<file path="src/rtl/stimer_pkg.sv">
package stimer_pkg;
   timeunit 1ns;
   timeprecision 100ps;

   localparam int unsigned BUS_W    = 32;
   localparam int unsigned IDX_STAT = 0;
   localparam int unsigned IDX_LO   = 1;
   localparam int unsigned IDX_HI   = 2;
   localparam int unsigned IDX_CMP0 = 3;

   typedef enum logic [2:0] {
      SEL_NONE,
      SEL_STAT,
      SEL_LO,
      SEL_HI,
      SEL_CMP
   } reg_sel_e;
endpackage

</file>
<file path="src/rtl/stimer_counter.sv">
module stimer_counter #(
   parameter int unsigned LO_W  = 32,
   parameter int unsigned CNT_W = 2 * LO_W
) (
   input  logic             clk,
   input  logic             rst_n,
   input  logic             tick,
   output logic [CNT_W-1:0] cnt_o,
   output logic [LO_W-1:0]  nxt_lo_o
);
   timeunit 1ns;
   timeprecision 100ps;

   logic [CNT_W-1:0] cnt_q;

   always_ff @(posedge clk) begin
      if (!rst_n)    cnt_q <= '0;
      else if (tick) cnt_q <= cnt_q + 1'b1;
   end

   // shared look-ahead value: every channel compares against it
   assign nxt_lo_o = cnt_q[LO_W-1:0] + 1'b1;
   assign cnt_o    = cnt_q;
endmodule

</file>
<file path="src/rtl/stimer_chan.sv">
module stimer_chan #(
   parameter int unsigned LO_W = 32
) (
   input  logic            clk,
   input  logic            rst_n,
   input  logic            tick,
   input  logic [LO_W-1:0] nxt_lo,
   input  logic            cmp_we,
   input  logic [LO_W-1:0] cmp_wdata,
   input  logic            clr,
   output logic [LO_W-1:0] cmp_o,
   output logic            flag_o,
   output logic            hit_o
);
   timeunit 1ns;
   timeprecision 100ps;

   logic [LO_W-1:0] cmp_q;
   logic            flag_q;
   logic            hit;

   assign hit = tick && (nxt_lo == cmp_q);

   always_ff @(posedge clk) begin
      if (!rst_n) begin
         cmp_q  <= '0;
         flag_q <= 1'b0;
      end else begin
         if (cmp_we) cmp_q <= cmp_wdata;
         // a match in the clearing cycle keeps the flag
         flag_q <= hit | (flag_q & ~clr);
      end
   end

   assign cmp_o  = cmp_q;
   assign flag_o = flag_q;
   assign hit_o  = hit;
endmodule

</file>
<file path="src/rtl/stimer_regif.sv">
module stimer_regif
   import stimer_pkg::*;
#(
   parameter int unsigned LO_W    = 32,
   parameter int unsigned NUM_CMP = 4,
   parameter int unsigned ADDR_W  = 8,
   parameter int unsigned CNT_W   = 2 * LO_W
) (
   input  logic               clk,
   input  logic               rst_n,
   input  logic               bus_wr,
   input  logic               bus_rd,
   input  logic [ADDR_W-1:0]  bus_addr,
   input  logic [BUS_W-1:0]   bus_wdata,
   input  logic [CNT_W-1:0]   cnt_i,
   input  logic [NUM_CMP-1:0] flags_i,
   input  logic [LO_W-1:0]    cmp_i [NUM_CMP],
   output logic [NUM_CMP-1:0] cmp_we_o,
   output logic [LO_W-1:0]    cmp_wdata_o,
   output logic [NUM_CMP-1:0] clr_o,
   output logic [BUS_W-1:0]   rdata_o
);
   timeunit 1ns;
   timeprecision 100ps;

   localparam int unsigned WORD_W = ADDR_W - 2;
   localparam int unsigned HI_W   = CNT_W - LO_W;

   logic [WORD_W-1:0] word;
   logic              aligned;
   reg_sel_e          sel;
   logic [BUS_W-1:0]  rd_mux;
   logic [BUS_W-1:0]  rdata_q;
   logic [HI_W-1:0]   hi_lat_q;

   assign word    = bus_addr[ADDR_W-1:2];
   assign aligned = (bus_addr[1:0] == 2'b00);

   always_comb begin
      sel = SEL_NONE;
      if (aligned) begin
         if (word == WORD_W'(IDX_STAT))    sel = SEL_STAT;
         else if (word == WORD_W'(IDX_LO)) sel = SEL_LO;
         else if (word == WORD_W'(IDX_HI)) sel = SEL_HI;
         else if (word >= WORD_W'(IDX_CMP0) &&
                  word <  WORD_W'(IDX_CMP0 + NUM_CMP)) sel = SEL_CMP;
      end
   end

   assign cmp_wdata_o = bus_wdata[LO_W-1:0];

   for (genvar i = 0; i < NUM_CMP; i++) begin : g_dec
      assign cmp_we_o[i] = bus_wr && (sel == SEL_CMP) &&
                           (word == WORD_W'(IDX_CMP0 + i));
      assign clr_o[i]    = bus_wr && (sel == SEL_STAT) && bus_wdata[i];
   end

   always_comb begin
      rd_mux = '0;
      unique case (sel)
         SEL_STAT: rd_mux = BUS_W'(flags_i);
         SEL_LO:   rd_mux = BUS_W'(cnt_i[LO_W-1:0]);
         SEL_HI:   rd_mux = BUS_W'(hi_lat_q);
         SEL_CMP: begin
            for (int i = 0; i < NUM_CMP; i++)
               if (word == WORD_W'(IDX_CMP0 + i)) rd_mux = BUS_W'(cmp_i[i]);
         end
         default:  rd_mux = '0;
      endcase
   end

   always_ff @(posedge clk) begin
      if (!rst_n) begin
         rdata_q  <= '0;
         hi_lat_q <= '0;
      end else if (bus_rd) begin
         rdata_q <= rd_mux;
         if (sel == SEL_LO) hi_lat_q <= cnt_i[CNT_W-1:LO_W];
      end
   end

   assign rdata_o = rdata_q;
endmodule

</file>
<file path="src/rtl/sysclk_timer.sv">
module sysclk_timer
   import stimer_pkg::*;
#(
   parameter int unsigned LO_W    = 32,
   parameter int unsigned NUM_CMP = 4,
   parameter int unsigned ADDR_W  = 8
) (
   input  logic               clk,
   input  logic               rst_n,
   input  logic               tick,
   input  logic               bus_wr,
   input  logic               bus_rd,
   input  logic [ADDR_W-1:0]  bus_addr,
   input  logic [31:0]        bus_wdata,
   output logic [31:0]        bus_rdata,
   output logic [NUM_CMP-1:0] irq
);
   timeunit 1ns;
   timeprecision 100ps;

   localparam int unsigned CNT_W = 2 * LO_W;

   if (LO_W < 8 || LO_W > BUS_W) begin : g_bad_lo_w
      $error("sysclk_timer: LO_W must lie in 8..32");
   end
   if (NUM_CMP < 1 || NUM_CMP > 8) begin : g_bad_num
      $error("sysclk_timer: NUM_CMP must lie in 1..8");
   end
   if ((1 << (ADDR_W - 2)) <= (IDX_CMP0 + NUM_CMP)) begin : g_bad_addr
      $error("sysclk_timer: ADDR_W too narrow for the register set");
   end

   logic [CNT_W-1:0]   cnt_q;
   logic [LO_W-1:0]    nxt_lo;
   logic [LO_W-1:0]    cmp_v [NUM_CMP];
   logic [NUM_CMP-1:0] flag_v;
   logic [NUM_CMP-1:0] hit_v;
   logic [NUM_CMP-1:0] cmp_we;
   logic [NUM_CMP-1:0] clr;
   logic [LO_W-1:0]    cmp_wdata;

   stimer_counter #(.LO_W(LO_W), .CNT_W(CNT_W)) u_cnt (
      .clk      (clk),
      .rst_n    (rst_n),
      .tick     (tick),
      .cnt_o    (cnt_q),
      .nxt_lo_o (nxt_lo)
   );

   for (genvar i = 0; i < NUM_CMP; i++) begin : g_ch
      stimer_chan #(.LO_W(LO_W)) u_ch (
         .clk       (clk),
         .rst_n     (rst_n),
         .tick      (tick),
         .nxt_lo    (nxt_lo),
         .cmp_we    (cmp_we[i]),
         .cmp_wdata (cmp_wdata),
         .clr       (clr[i]),
         .cmp_o     (cmp_v[i]),
         .flag_o    (flag_v[i]),
         .hit_o     (hit_v[i])
      );
   end

   stimer_regif #(
      .LO_W(LO_W), .NUM_CMP(NUM_CMP), .ADDR_W(ADDR_W), .CNT_W(CNT_W)
   ) u_rif (
      .clk         (clk),
      .rst_n       (rst_n),
      .bus_wr      (bus_wr),
      .bus_rd      (bus_rd),
      .bus_addr    (bus_addr),
      .bus_wdata   (bus_wdata),
      .cnt_i       (cnt_q),
      .flags_i     (flag_v),
      .cmp_i       (cmp_v),
      .cmp_we_o    (cmp_we),
      .cmp_wdata_o (cmp_wdata),
      .clr_o       (clr),
      .rdata_o     (bus_rdata)
   );

   assign irq = flag_v;
endmodule

</file>
<file path="config.mk">
export PLATFORM = sky130hd
export DESIGN_NAME = sysclk_timer
export DESIGN_NICKNAME = d
export VERILOG_FILES = /design/src/rtl/stimer_pkg.sv /design/src/rtl/stimer_counter.sv /design/src/rtl/stimer_chan.sv /design/src/rtl/stimer_regif.sv /design/src/rtl/sysclk_timer.sv
export SDC_FILE = /design/constraint.sdc
export NUM_CORES = 1
export LEC_CHECK = 0
export BUFFER_PORTS_ARGS = -buffer_cell sky130_fd_sc_hd__buf_2
export CORE_MARGIN = 4
export CORE_UTILIZATION = 55
export DETAILED_ROUTE_END_ITERATION = 16
export PLACE_DENSITY = 0.74
export SLEW_MARGIN = 30
export SYNTH_ARGS = -nofsm -noshare
export SYNTH_HDL_FRONTEND = slang
export SYNTH_SLANG_ARGS = --single-unit
</file>
<file path="constraint.sdc">
create_clock -name clk -period 7.45 [get_ports clk]
set_input_delay 0 -clock clk [delete_from_list [all_inputs] [get_ports clk]]
set_output_delay 0 -clock clk [all_outputs]
set_load 0.02 [all_outputs]
</file>
==> out/metrics.cfg <==
[logic_synthesis]
synth.most_common_cell = nand2_1
synth.area.top_cells = dfxtp_1 (35%), nand2_1 (10%), a21boi_0 (8.7%)
netlist_top_cells_count = nand2_1 (403), dfxtp_1 (260), a21boi_0 (171), xnor2_1 (123), clkbuf_1 (121)
syn_inst = 1889
synth_compound_area_share_pct = 22.4
synth-edff-count = 0
synthSimpleGateAreaFrac_pct = 25.2
syn-cell-area_sq_um = 14700
yosys.area.top_type_share_pct = 35.4
synth_area_leader_cell = dfxtp_1
synth_xor_area_share_pct = 10.8
syn_avg_cell_area_sq_um = 7.79
yosysSeqAreaShare_pct = 35.4
synthFlopType = dfxtp_1
yosysWarnings = 0
synth_cell_types = 66
synth.area.mux_share_pct = 0.715
synth_fa_ha_area_share_pct = 0.0851
synth_seq_cells = 260
synth_top_family_by_area = simple AND/OR/NAND/NOR gates
synth_nets = 1935
synthArstFlopShare_pct = 0

[pwr]
power.leakage_nw = 5.34
power_density_nw_per_um2 = 186
p_comb_share_pct = 3.7
p_switching_uw = 671
power_mw = 3.05
switching_share_pct = 22.0
irDropWorstVdd_mv = 0.190
p_int_mw = 2.38
seqPwrFrac_pct = 45.9
pwr-share-clk_pct = 50.4

[setup_path]
timing_worst_setup_path_type = reg2reg
crit_family = simple AND/OR/NAND/NOR gates
worstSetupStartpoint = u_cnt.cnt_o[0]
rr_worst_depth = 9
cp-start-kind = flop
cp_num_buf_inv = 0
path_max_fanout = 12
rr_endpoint = g_ch[1].u_ch.flag_o
reg2reg_setup_slack_ps = 3370
cp_slowest_cell = or4_1
rr_startpoint = u_cnt.cnt_o[0]
cpPeakStageDelay_ps = 740
path_cells = ha_1 -> nand4_1 -> or4_1 -> nor2_4 -> nor2_1 -> nor4_1 -> nand3_1 -> or4_1 -> o31ai_1
cp-end-kind = flop
worstPathRequired_ps = 7910
cpMostUsedCell = or4_1
critical_path_arrival_ps = 4540

[timing]
relSlewSlack_pct = 31.0
drv_slew = 0
fin_crit_ps = 4080
fin_skew_ps = 17.0
worstMarginPinSlew_ps = 1030
fin_crit_sh_pct = 54.8
setup_viol = 0
hold_violations = 0
rsz0062_at_grt = no
setup_tns_ps = 0
fmax_mhz = 245

[route]
routed_wl_um = 53000
dr.pass1.iters = 5
drc = 0
wl_met3_um = 3980
drtIter0Drc = 1680
wl_met2_um = 24200
via_per_inst = 6.23
num_vias = 14000
ant_nets = 0
wl_met1_um = 22100
dr.max_layer_used = met4
wire_per_inst_um = 23.5

[finish]
multi_input_area_sq_um = 8760
antennaDiodeCount = 0
register_area_sq_um = 5200
nets = 1939
drive_gt1_share_pct = 9.09
fillers = 2353
area_growth_pct = 11.6

[job]
maxCapViolations = 0

[place]
gp_congestion = 1.06
io_buffers = 80
hpwl_um = 37400

[clock_network]
cts_buffers = 28
cts-root-buf = clkbuf_16
post_cts_buffers = 0
insertion_delay_ps = 560
clk_pin_slew_ps = 60
clockBufferDepth = 3
tritoncts = yes
numClockSinks = 260
cts_htree_levels = 1

[global_routing]
antenna_found_initial = 0
grt_usage_pct = 35.2
grt_pass1_wl_um = 79900
grt_max_degree = 169
grt_pass1_vias = 13100
grt-ovfl-total = 0

[die]
core_sq_um = 26200
num_io_pins = 81
die_h_um = 172
die-area_sq_um = 29400
row_count = 59
start_util_pct = 56.1
die_w_um = 172

[worst_hold_path]
hold_class = in2reg
whs_path_depth = 4
holdPathEnd = u_rif.rdata_o[9]
worstHoldStart = bus_rd

[run_status]
status = finished, final reports clean

-- placed cells by master, fill, tap and decap left out, types with 16 or more instances in the layout --
cell type	n
xnor2_1	123
dlygate4sd3_1	32
a221oi_1	30
and2_1	85
clkbuf_16	29
a21oi_1	64
inv_1	49
dfxtp_1	260
xor2_1	58
nand4_1	27
nand3_1	46
nor2_1	57
buf_2	79
o21ai_0	43
nor3_1	23
and3_1	16
nand2_1	402
o22ai_1	36
or3_1	21
a21boi_0	171
a22oi_1	66
-- layer usage --
layer	track usage (%)	up-vias
li1	-	6552
met1	46.6	6696
met2	56.8	633
met3	5.52	134
met4	15.7	0
met5	0	-
-- power by group through the flow --
stage / registers [mW] / logic, mW / clock network, mW
2_1_floorplan: 1.43 / 0.0622 / 0
3_3_place_gp: 1.43 / 0.0973 / 0
3_5_place_dp: 1.43 / 0.0974 / 0
4_1_cts: 1.40 / 0.111 / 1.55
5_1_grt: 1.40 / 0.120 / 1.60
6_report: 1.40 / 0.113 / 1.54
-- cell type report --
cell class,instances,area share [%]
flip-flops and latches,260,31.7
clock inverters,10,0.968
well taps,335,2.55
repair buffers,124,4.99
inverters,49,1.12
multi-input cells,1430,53.4
clock buffers,42,5.27
-- worst max-delay path by stage --
| stage | endpoint | slack [ps] | cells after the start |
|---|---|---|---|
| floorplan | g_ch[1].u_ch.flag_o | 4560 | 10 |
| global placement | g_ch[1].u_ch.flag_o | 3660 | 8 |
| detailed placement | g_ch[3].u_ch.flag_o | 3550 | 9 |
| CTS | g_ch[3].u_ch.flag_o | 3490 | 9 |
| global route | g_ch[1].u_ch.flag_o | 3090 | 9 |
| finish | g_ch[1].u_ch.flag_o | 3370 | 9 |
-- sequential cells by signal, summed over array words and instances, names as in the netlist --
register          count
g_ch.u_ch.cmp_o     128
g_ch.u_ch.flag_o      4
u_cnt.cnt_o          64
u_rif.hi_lat_q       32
u_rif.rdata_o        32
-- metrics by stage --
step	instance area, sq um	instances	hold WS [ps]	util, %	setup WS (ps)
after floorplan	14700	1889	145	-	4560
after global placement	15100	2166	285	57.5	3660
after detailed placement	15100	2166	292	57.5	3550
after CTS	16400	2250	82.4	62.6	3490
after global routing	16400	2250	172	62.6	3090
final	16400	2250	130	62.6	3370
-- worst min-delay path: stages --
cell and delay [ps]:
buf_2 90, buf_4 240, o22ai_1 190, and2_1 130
-- logic make-up after synthesis --
kind of cell    count (synthesis)
simple gates                  768
compound gates                470
flops                         260
buf+inv                       199
xor+xnor                      181
mux                            10
fa+ha+maj                       1
-- repair_timing --
action / 4_1_cts / 5_1_grt
gates resized for setup: 0 / 0
hold endpoints to repair: 132 / 0
hold buffers: 32 / 0
Power figures use the tool's default switching activity.
